File: config.mk
export PLATFORM = sky130hd
export DESIGN_NAME = sck_prescaler
export DESIGN_NICKNAME = d
export VERILOG_FILES = /design/src/rtl/sck_psc_pkg.sv /design/src/rtl/psc_decode.sv /design/src/rtl/psc_timer.sv /design/src/rtl/psc_wave.sv /design/src/rtl/sck_prescaler.sv
export SDC_FILE = /design/constraint.sdc
export NUM_CORES = 1
export LEC_CHECK = 0
export ABC_AREA = 1
export BUFFER_PORTS_ARGS = -buffer_cell sky130_fd_sc_hd__clkbuf_2
export CAP_MARGIN = 20
export CORE_MARGIN = 8
export CORE_UTILIZATION = 58
export DETAILED_ROUTE_END_ITERATION = 8
export MAX_ROUTING_LAYER = met4
export PLACE_DENSITY_LB_ADDON = 0.2
export SLEW_MARGIN = 20
export SYNTH_ARGS = -nofsm -noshare
export SYNTH_HDL_FRONTEND = slang
export SYNTH_SLANG_ARGS = --single-unit
File: constraint.sdc
create_clock -name clk -period 6 [get_ports clk]
set_input_delay 0.6 -clock clk [delete_from_list [all_inputs] [get_ports clk]]
set_output_delay 0.6 -clock clk [all_outputs]
set_load 0.03 [all_outputs]
File: src/rtl/sck_psc_pkg.sv
package sck_psc_pkg;
    localparam int FIELD_W     = 8;
    localparam int SPR_W       = 4;
    localparam int SPPR_W      = 3;
    localparam int DIV_W       = SPR_W + (1 << SPPR_W) - 1;
    localparam int LEG_MIN_N   = 2;
    localparam int EXT_MIN_DIV = 2;

    typedef logic [DIV_W-1:0] div_t;

    typedef enum logic {
        FMT_LEGACY = 1'b0,
        FMT_EXT    = 1'b1
    } fmt_e;

    typedef struct packed {
        div_t div;
        logic ok;
    } rate_t;

    typedef struct packed {
        rate_t rate;
        logic  cpol;
    } word_cfg_t;

    function automatic rate_t decode_field(fmt_e fmt, logic [FIELD_W-1:0] f);
        rate_t             r;
        logic [SPPR_W-1:0] e;
        e = {f[7], f[6], f[4]};
        if (fmt == FMT_LEGACY) begin
            r.div = div_t'({f[SPR_W-1:0], 1'b0});
            r.ok  = (int'(f[SPR_W-1:0]) >= LEG_MIN_N);
        end else begin
            r.div = div_t'(f[SPR_W-1:0]) << e;
            r.ok  = (int'(r.div) >= EXT_MIN_DIV);
        end
        return r;
    endfunction
endpackage

File: src/rtl/psc_decode.sv
module psc_decode
    import sck_psc_pkg::*;
(
    input  fmt_e               fmt,
    input  logic [FIELD_W-1:0] field,
    output rate_t              rate
);
    always_comb begin
        rate = decode_field(fmt, field);
    end
endmodule

File: src/rtl/psc_timer.sv
module psc_timer
    import sck_psc_pkg::*;
(
    input  logic  clk,
    input  logic  rst,
    input  logic  run,
    input  rate_t rate_in,
    input  logic  cpol_in,
    output logic  lead,
    output logic  trail,
    output logic  active,
    output logic  bad,
    output logic  cpol_q
);
    word_cfg_t cfg_q;
    logic      act_q;
    logic      ph_q;
    div_t      cnt_q;
    div_t      lo_len;
    div_t      hi_len;
    div_t      cur_len;
    logic      hit;

    always_comb begin
        lo_len  = cfg_q.rate.div >> 1;
        hi_len  = cfg_q.rate.div - lo_len;
        cur_len = ph_q ? hi_len : lo_len;
        hit     = act_q && cfg_q.rate.ok && (cnt_q == cur_len);
    end

    always_ff @(posedge clk) begin
        if (rst) begin
            act_q <= 1'b0;
            ph_q  <= 1'b0;
            cnt_q <= '0;
            cfg_q <= '0;
        end else if (!run) begin
            act_q <= 1'b0;
            ph_q  <= 1'b0;
            cnt_q <= '0;
        end else if (!act_q) begin
            act_q      <= 1'b1;
            ph_q       <= 1'b0;
            cnt_q      <= div_t'(1);
            cfg_q.rate <= rate_in;
            cfg_q.cpol <= cpol_in;
        end else if (hit) begin
            cnt_q <= div_t'(1);
            ph_q  <= ~ph_q;
        end else if (cfg_q.rate.ok) begin
            cnt_q <= cnt_q + 1'b1;
        end
    end

    assign lead   = hit && !ph_q;
    assign trail  = hit && ph_q;
    assign active = act_q;
    assign bad    = act_q && !cfg_q.rate.ok;
    assign cpol_q = cfg_q.cpol;

    assert_cfg_hold_R7: assert property (@(posedge clk) disable iff (rst)
        (act_q && run) |=> $stable(cfg_q));
    assert_half_bound_R4: assert property (@(posedge clk) disable iff (rst)
        (act_q && cfg_q.rate.ok) |-> (cnt_q <= hi_len));
    assert_valid_div_R3: assert property (@(posedge clk) disable iff (rst)
        (act_q && cfg_q.rate.ok) |-> (cfg_q.rate.div >= div_t'(EXT_MIN_DIV)));
    assert_stop_R6: assert property (@(posedge clk) disable iff (rst)
        !run |=> !act_q);
endmodule

File: src/rtl/psc_wave.sv
module psc_wave (
    input  logic clk,
    input  logic rst,
    input  logic run,
    input  logic active,
    input  logic idle_in,
    input  logic cpol_q,
    input  logic lead,
    input  logic trail,
    output logic sck
);
    logic sck_q;

    always_ff @(posedge clk) begin
        if (rst || !run || !active) begin
            sck_q <= idle_in;
        end else if (lead) begin
            sck_q <= ~cpol_q;
        end else if (trail) begin
            sck_q <= cpol_q;
        end
    end

    assign sck = sck_q;

    assert_idle_R6: assert property (@(posedge clk) disable iff (rst)
        !run |=> (sck_q == $past(idle_in)));
    assert_lead_level_R5: assert property (@(posedge clk) disable iff (rst)
        (lead && run) |=> (sck_q == !$past(cpol_q)));
    assert_trail_level_R5: assert property (@(posedge clk) disable iff (rst)
        (trail && run) |=> (sck_q == $past(cpol_q)));
endmodule

File: src/rtl/sck_prescaler.sv
module sck_prescaler
    import sck_psc_pkg::*;
(
    input  logic               clk,
    input  logic               rst,
    input  logic               run,
    input  logic               ext_fmt,
    input  logic [FIELD_W-1:0] rate_field,
    input  logic               idle_hi,
    output logic               lead_tick,
    output logic               trail_tick,
    output logic               sck,
    output logic               cfg_err
);
    rate_t dec_rate;
    logic  active;
    logic  cpol_q;

    psc_decode u_decode (
        .fmt   (fmt_e'(ext_fmt)),
        .field (rate_field),
        .rate  (dec_rate)
    );

    psc_timer u_timer (
        .clk     (clk),
        .rst     (rst),
        .run     (run),
        .rate_in (dec_rate),
        .cpol_in (idle_hi),
        .lead    (lead_tick),
        .trail   (trail_tick),
        .active  (active),
        .bad     (cfg_err),
        .cpol_q  (cpol_q)
    );

    psc_wave u_wave (
        .clk     (clk),
        .rst     (rst),
        .run     (run),
        .active  (active),
        .idle_in (idle_hi),
        .cpol_q  (cpol_q),
        .lead    (lead_tick),
        .trail   (trail_tick),
        .sck     (sck)
    );

    assert_tick_excl_R4: assert property (@(posedge clk) disable iff (rst)
        !(lead_tick && trail_tick));
    assert_err_quiet_R3: assert property (@(posedge clk) disable iff (rst)
        cfg_err |-> (!lead_tick && !trail_tick));
endmodule

==> metrics, run 1 <==
setup TNS 0 ns; clock root buffer clkbuf_8; GRT Total Usage slightly below 20%; DRT Pass-1 Iters 5; top cells by area, synth nand2_1, dfxtp_1, inv_1, nand3_1, ha_1; final WL between 5 and 6 mm; Power Density between 150 and 200 nW/µm²; core area around 4100 µm²; Yosys top cell area share roughly a fifth; vias in the first global route ~2.4k; GRT overflow 0; commonest non-fill, non-tap cell in the layout nand2_1; Longest Clk Path Bufs 2; Leakage between 0.001 and 0.0015 µW; leading cell types in the layout, fill and taps excluded nand2_1, inv_1, nand3_1; Fillers 396; Slowest-stage cell, CP dfxtp_1; Layout Skew 0.008420 ns; routed len/inst 12.16 µm; run status finished clean; Final setup viols 0; Hold-fix buffers, CTS 0; Reg clk slew, reported paths approximately 0.1 ns; CP Launch Type flop; Period Utilization, post-route 61.28%; critical path type reg -> out; DRC viols 0; antenna diode count 0; total CTS buffers 3; Crit. Startpoint u_timer.ph_q; largest net degree at the start of global routing 26; number of cells on the worst reg-to-reg path 15; Final Slew Violations 0; RSZ-0062 raised after global routing false; r2r endpoint u_wave.sck; flops & latches, synth 27; hold path depth 2; crit end category primary output; Critical Path AT between 3 and 4 ns; cell row count 23; final std cells w/o fill slightly below 500; Mapped Cells 421; post-CTS setup buffers 0; Clk Latency, worst-skew pair between 0.2 and 0.3 ns; Resize count post-CTS 0; maximum clock rate 272.0 MHz; FF+latch area 550.5 µm²; final hold violations 0; Ys Warns 0; Slew @ Worst Pin ~0.87 ns; IO Port Bufs 15; R2R setup slack 3.01 ns; detailed placement HPWL 4.684 mm; max cap viols 0; HP Class reg -> reg; via count around 2.6k; CP endpoint lead_tick; initial antenna violation count 0; Max stage delay on crit path 0.90 ns; cell area after synthesis ~2500 µm²; CTS H-tree lvls 1; layout cells sized above 1 11.34%; ANT nets after route 0; IO Pins 17; crit-path cells inv_1, nand2_1, nand2_1, nand2_1, nand4_1, nor2_1, nand3_1, nor2_1, nand3_1, nor2_1, nand4_1, inv_1, clkbuf_2; die area ~6600 µm²; initial core utilization between 60% and 70%; syn_nets between 400 and 500; CTS Sinks 27; Avg Cell Area, Syn just under 6 µm²; GPL Wtd Cong 0.9509; sequential share of the synthesized area around 22%; synthesis-to-finish area growth 4.843%; die width slightly above 80 µm; min Tclk post-route approximately 3.7 ns; area of the multi-input gates 1582 µm²; die height 81.39 µm; worst r2r src u_timer.ph_q; synth unique cells 34; Worst IR Drop VDD between 0.08 and 0.09 mV; via density per instance 5.467; Final nets between 400 and 500; Req. time, crit path around 5.4 ns; initial detailed-routing violation count between 150 and 200; Slew headroom 42.14%; Placed Cells about 480; Yosys top cell by area nand2_1; CTS tree built; crit-path max FO 25; global-route wire length before repair 10.08 mm
==> power breakdown <==
group | switching [µW] | internal (µW)
Sequential | 5.74 | 185
Combinational | 94.8 | 47.7
Clock | 59.8 | 47.2
Total | 160 | 280
==> cell type report <==
class / instances / area share [%]
repair buffers: 15 / 2.887
clock buffers: 3 / 1.588
flip-flops and latches: 27 / 21.17
well taps: 50 / 2.406
clock inverters: 1 / 0.2887
multi-input cells: 311 / 60.83
inverters: 75 / 10.83
==> state kept, by name, indices dropped and copies added, names as in the netlist <==
register,flops
u_timer.active,1
u_timer.cfg_q,12
u_timer.cnt_q,11
u_wave.sck,1
u_timer.cpol_q,1
u_timer.ph_q,1
==> layer usage <==
metal	up-vias	global-route usage [%]	share of wire, %
met4	0	6.250	2.9
met5	-	-	0
met2	69	30.95	45
li1	1358	-	-
met1	1189	24.53	49
met3	19	1.987	3.1
==> cell families (layout without fill, tap and decap cells) <==
kind of cell	count (synthesis)	count (layout)	share of synthesized area [%]
xor+xnor	5	5	1.766
simple gates	254	254	45.91
compound gates	40	40	9.738
buf+inv	83	94	14.03
flops	27	27	22.20
fa+ha+maj	12	12	6.357
==> stage by stage <==
| step | worst slack [ns] | total power, µW | area (µm²) | hold WS (ns) | utilization (%) |
|---|---|---|---|---|---|
| 2_1_floorplan | 3.269 | 304.8 | 2480 | 0.4453 | - |
| 3_3_place_gp | 2.743 | 330.6 | 2551 | 0.4551 | 62.87 |
| 3_5_place_dp | 2.694 | 334.5 | 2551 | 0.4603 | 62.87 |
| 4_1_cts | 2.363 | 441.3 | 2600 | 0.4729 | 64.08 |
| 5_1_grt | 2.010 | 471.9 | 2600 | 0.5099 | 64.08 |
| 6_report | 2.323 | 440.3 | 2600 | 0.4698 | 64.08 |
==> cells in the mapped netlist (all sizes together) <==
master,count
o21ai,8
nor3,8
buf,4
o31ai,1
edfxtp,1
fa,1
nor2,32
inv,74
ha,11
a21oi,23
nand3b,1
clkbuf,4
nand2,147
nor4,1
dfxtp,26
or2,2
nand4,10
nand3,53
o211ai,2
xor2,5
a22oi,5
clkinv,1
a211oi,1
==> worst min-delay path by stage <==
stage | startpoint | end | slack [ns]
2_1_floorplan | u_timer.cfg_q[2] | u_timer.cfg_q[2] | 0.45
3_3_place_gp | u_timer.cfg_q[2] | u_timer.cfg_q[2] | 0.46
3_5_place_dp | u_timer.cfg_q[2] | u_timer.cfg_q[2] | 0.46
4_1_cts | u_timer.cfg_q[2] | u_timer.cfg_q[2] | 0.47
5_1_grt | u_timer.cfg_q[2] | u_timer.cfg_q[2] | 0.51
6_report | u_timer.cfg_q[2] | u_timer.cfg_q[2] | 0.47
==> worst max-delay path, delay by kind of cell (launching register included) <==
kind / cells / cell delay (ns)
simple gates: 10 / 1.09
flops: 1 / 0.90
buf+inv: 3 / 0.81
No activity file was read; power rests on OpenSTA's default activity.
==> inputs of run 2 (changes only) <==
Settings changed: ABC_AREA 1 to 0.
Clock period 6 ns to 3.5 ns, I/O delays scaled along.
==> metrics, run 2 <==
run status finished clean (unchanged); final WL 5.326 mm (was 5.862 mm); final hold violations 0 (unchanged); Layout Skew 0.002149 ns (was 0.008420 ns); CTS tree built (unchanged); GRT Total Usage 17.10% (was 19.25%); commonest non-fill, non-tap cell in the layout nand2_1 (unchanged); Buf/Inv on CP 2 (was 3); Ys Warns 0 (unchanged); Final Util 64.11% (was 64.08%); min Tclk post-route 3.474 ns; Slew @ Worst Pin 0.5249 ns (was 0.8666 ns); RSZ-0062 raised after global routing true (was false); Power Density 295.2 nW/µm² (was 169.3 nW/µm²); HP Class in -> reg (was reg -> reg); synthesis-to-finish area growth 8.660% (was 4.843%); ANT nets after route 0 (unchanged); DRT Pass-1 Iters 4 (was 5); core area 3943 µm² (was 4058 µm²); crit-path cells inv_2, ha_4, fa_2, nor2b_4, o2111ai_4, a21oi_2, nor4_2, or3_4, a2111oi_4, and2_1, and3_1, buf_6 (was inv_1, nand2_1, nand2_1, nand2_1, nand4_1, nor2_1, nand3_1, nor2_1, nand3_1, nor2_1, nand4_1, inv_1, clkbuf_2); family with the most delay on the worst path simple AND/OR/NAND/NOR gates (unchanged); Levels on crit path 12 (was 13); Period Utilization, post-route between 90 and 100%; crit end category primary output (unchanged); CTS Sinks 27 (unchanged); switch share 32.63% (was 36.41%); initial detailed-routing violation count 162 (was 172); Slowest-stage cell, CP fa_2 (was dfxtp_1); Final setup viols 0 (unchanged); maximum clock rate roughly 290 MHz; Crit. Startpoint u_timer.cfg_q[2] (was u_timer.ph_q); Worst IR Drop VDD 0.2623 mV (was 0.08948 mV); Critical Path AT 3.12 ns (was 3.08 ns); CTS H-tree lvls 1 (unchanged); syn_nets 319 (was 446); Slew headroom 64.94% (was 42.14%); leading cell types in the layout, fill and taps excluded nand2_1, dfxtp_1, nor2_1 (was nand2_1, inv_1, nand3_1); Post-synth ARST share 0% (unchanged); critical path type reg -> out (unchanged); global-route wire length before repair 8.556 mm (was 10.08 mm); Mapped Cells 294 (was 421); sw power 243.4 µW (was 160.3 µW); clock root buffer clkbuf_8 (unchanged); die width 79.33 µm (was 81.39 µm); Yosys top cell area share 22.38% (was 21.04%); crit-path max FO 4 (was 25); biggest regs u_timer.cfg_q x12, u_timer.cnt_q x11 (unchanged); GRT overflow 0 (unchanged); Max stage delay on crit path 0.42 ns (was 0.90 ns); Design Power 746.0 µW (was 440.3 µW); initial core utilization 59.00% (was 61.12%); R2R setup slack 0.46 ns (was 3.01 ns); IO Pins 17 (unchanged); CP endpoint lead_tick (unchanged); cell row count 23 (unchanged); DRC viols 0 (unchanged); CP Launch Type flop (unchanged); Final Slew Violations 0 (unchanged); cell area after synthesis 2326 µm² (was 2480 µm²); Fillers 340 (was 396); Commonest cells post-synth nand2_1, dfxtp_1, nor2_1 (was nand2_1, inv_1, nand3_1); Combinational Power Share 31.5% (was 32.4%); max cap viols 0 (unchanged); IO Port Bufs 15 (unchanged); Internal 502.6 µW (was 280.0 µW); Req. time, crit path 3.15 ns (was 5.40 ns); EDFF count, synth 1 (unchanged); number of cells on the worst reg-to-reg path 13 (was 15); r2r endpoint u_timer.cnt_q[5] (was u_wave.sck); total CTS buffers 3 (unchanged); Clk Latency, worst-skew pair 0.28 ns (about the same); antenna diode count 0 (unchanged); via count 2,102 (was 2,635); detailed placement HPWL 3.996 mm (was 4.684 mm); via density per instance 6.006 (was 5.467); most frequent cell after synthesis nand2_1 (unchanged); flops & latches, synth 27 (unchanged); initial antenna violation count 0 (unchanged); largest net degree at the start of global routing 22 (was 26); Sequential Power Share 44.4% (was 43.3%); Longest Clk Path Bufs 2 (unchanged); Avg Cell Area, Syn 7.912 µm² (was 5.890 µm²); Final nets 326 (was 458); Yosys top cell by area dfxtp_1 (was nand2_1); routed len/inst 15.22 µm (was 12.16 µm); sequential share of the synthesized area 23.67% (was 22.20%); max reg flops 12 (unchanged); synth unique cells 60 (was 34); layout cells sized above 1 20.00% (was 11.34%); Biggest register u_timer.cfg_q (unchanged); GPL Wtd Cong 0.9379 (was 0.9509); worst r2r src u_timer.cfg_q[2] (was u_timer.ph_q); top cells by area, synth dfxtp_1, ha_1, xnor2_1, nand2_1, xor2_1 (was nand2_1, dfxtp_1, inv_1, nand3_1, ha_1); die area 6292 µm² (was 6624 µm²); Reg clk slew, reported paths 0.09 ns (was 0.10 ns); ys flop type dfxtp_1 (unchanged); Clock Power Share 24.2% (was 24.3%); Leakage 0.0009606 µW (was 0.001274 µW); die height 79.33 µm (was 81.39 µm); vias in the first global route 1,838 (was 2,381)
-- run 2: cell types whose count changed after synthesis, sizes merged, moves of 5 or more --
cell	before	now
a211oi	1	10
a21oi	23	18
and3	0	6
clkbuf	4	12
inv	74	17
mux2i	0	7
nand2	147	27
nand3	53	14
nor2b	0	9
nor3	8	3
or3	0	5
xnor2	0	13
xor2	5	11
-- run 2: area by class of cell --
class | instances | area [µm²] | area share [%]
clock buffers | 4 | 45.04 | 1.782
inverters | 17 | 63.81 | 2.525
multi-input cells | 230 | 1657 | 65.54
flip-flops and latches | 27 | 559.3 | 22.13
well taps | 50 | 62.56 | 2.475
repair buffers | 22 | 140.1 | 5.545
-- run 2: cell families after synthesis --
logic type | Yosys count | share of synthesized area [%]
xor+xnor | 24 | 9.037
mux | 10 | 4.465
fa+ha+maj | 12 | 6.778
simple gates | 115 | 26.47
flops | 27 | 23.67
buf+inv | 37 | 7.531
compound gates | 69 | 22.06
-- run 2: worst min-delay path by stage --
stage	start	end	slack (ns)	cells past startpoint
floorplan	rst	u_timer.cfg_q[4]	0.42	1
global placement	u_timer.cfg_q[2]	u_timer.cfg_q[2]	0.44	2
detailed placement	u_timer.cfg_q[2]	u_timer.cfg_q[2]	0.45	2
CTS	idle_hi	u_timer.cpol_q	0.31	3
global route	idle_hi	u_timer.cpol_q	0.32	3
finish	idle_hi	u_timer.cpol_q	0.31	3
-- run 2: per-layer routing --
metal  wire (µm)  up-vias  share of wire, %  global-route usage [%]
met5           0        -                 0                       -
met4          82        0               1.5                   5.741
met3         280        6               5.3                   2.483
met2        2465       74                46                   25.97
met1        2498      965                47                   22.60
li1            -     1057                 -                       -
-- run 2: power groups by stage --
stage	registers [µW]	logic (µW)	clock network (µW)
finish	331	235	180
global route	333	257	197
global placement	338	212	0
floorplan	334	176	0
CTS	331	219	183
detailed placement	338	215	0
-- run 2: through the flow --
step           area (µm²)  hold slack (ns)  TNS, ns  instances  setup WS, ns
2_1_floorplan        2326           0.4228        0        294        0.3883
3_3_place_gp         2382           0.4430        0        343        0.2728
3_5_place_dp         2382           0.4476        0        343        0.2206
4_1_cts              2444           0.3143        0        348       0.01323
5_1_grt              2527           0.3241  -0.1090        350      -0.07230
6_report             2527           0.3091        0        350       0.02619
-- run 2: what timing repair did --
item,CTS,global route
pin swaps,0,4
hold buffers,0,0
buffers inserted,1,2
resized for setup,3,23
setup endpoints to repair,2,2
-- run 2: tightest hold or removal path, delay by kind of cell --
family | cells | cell delay, ns
buffers and inverters | 1 | 0.09
and+or+nand+nor | 1 | 0.05
AOI/OAI and AO/OA | 1 | 0.05
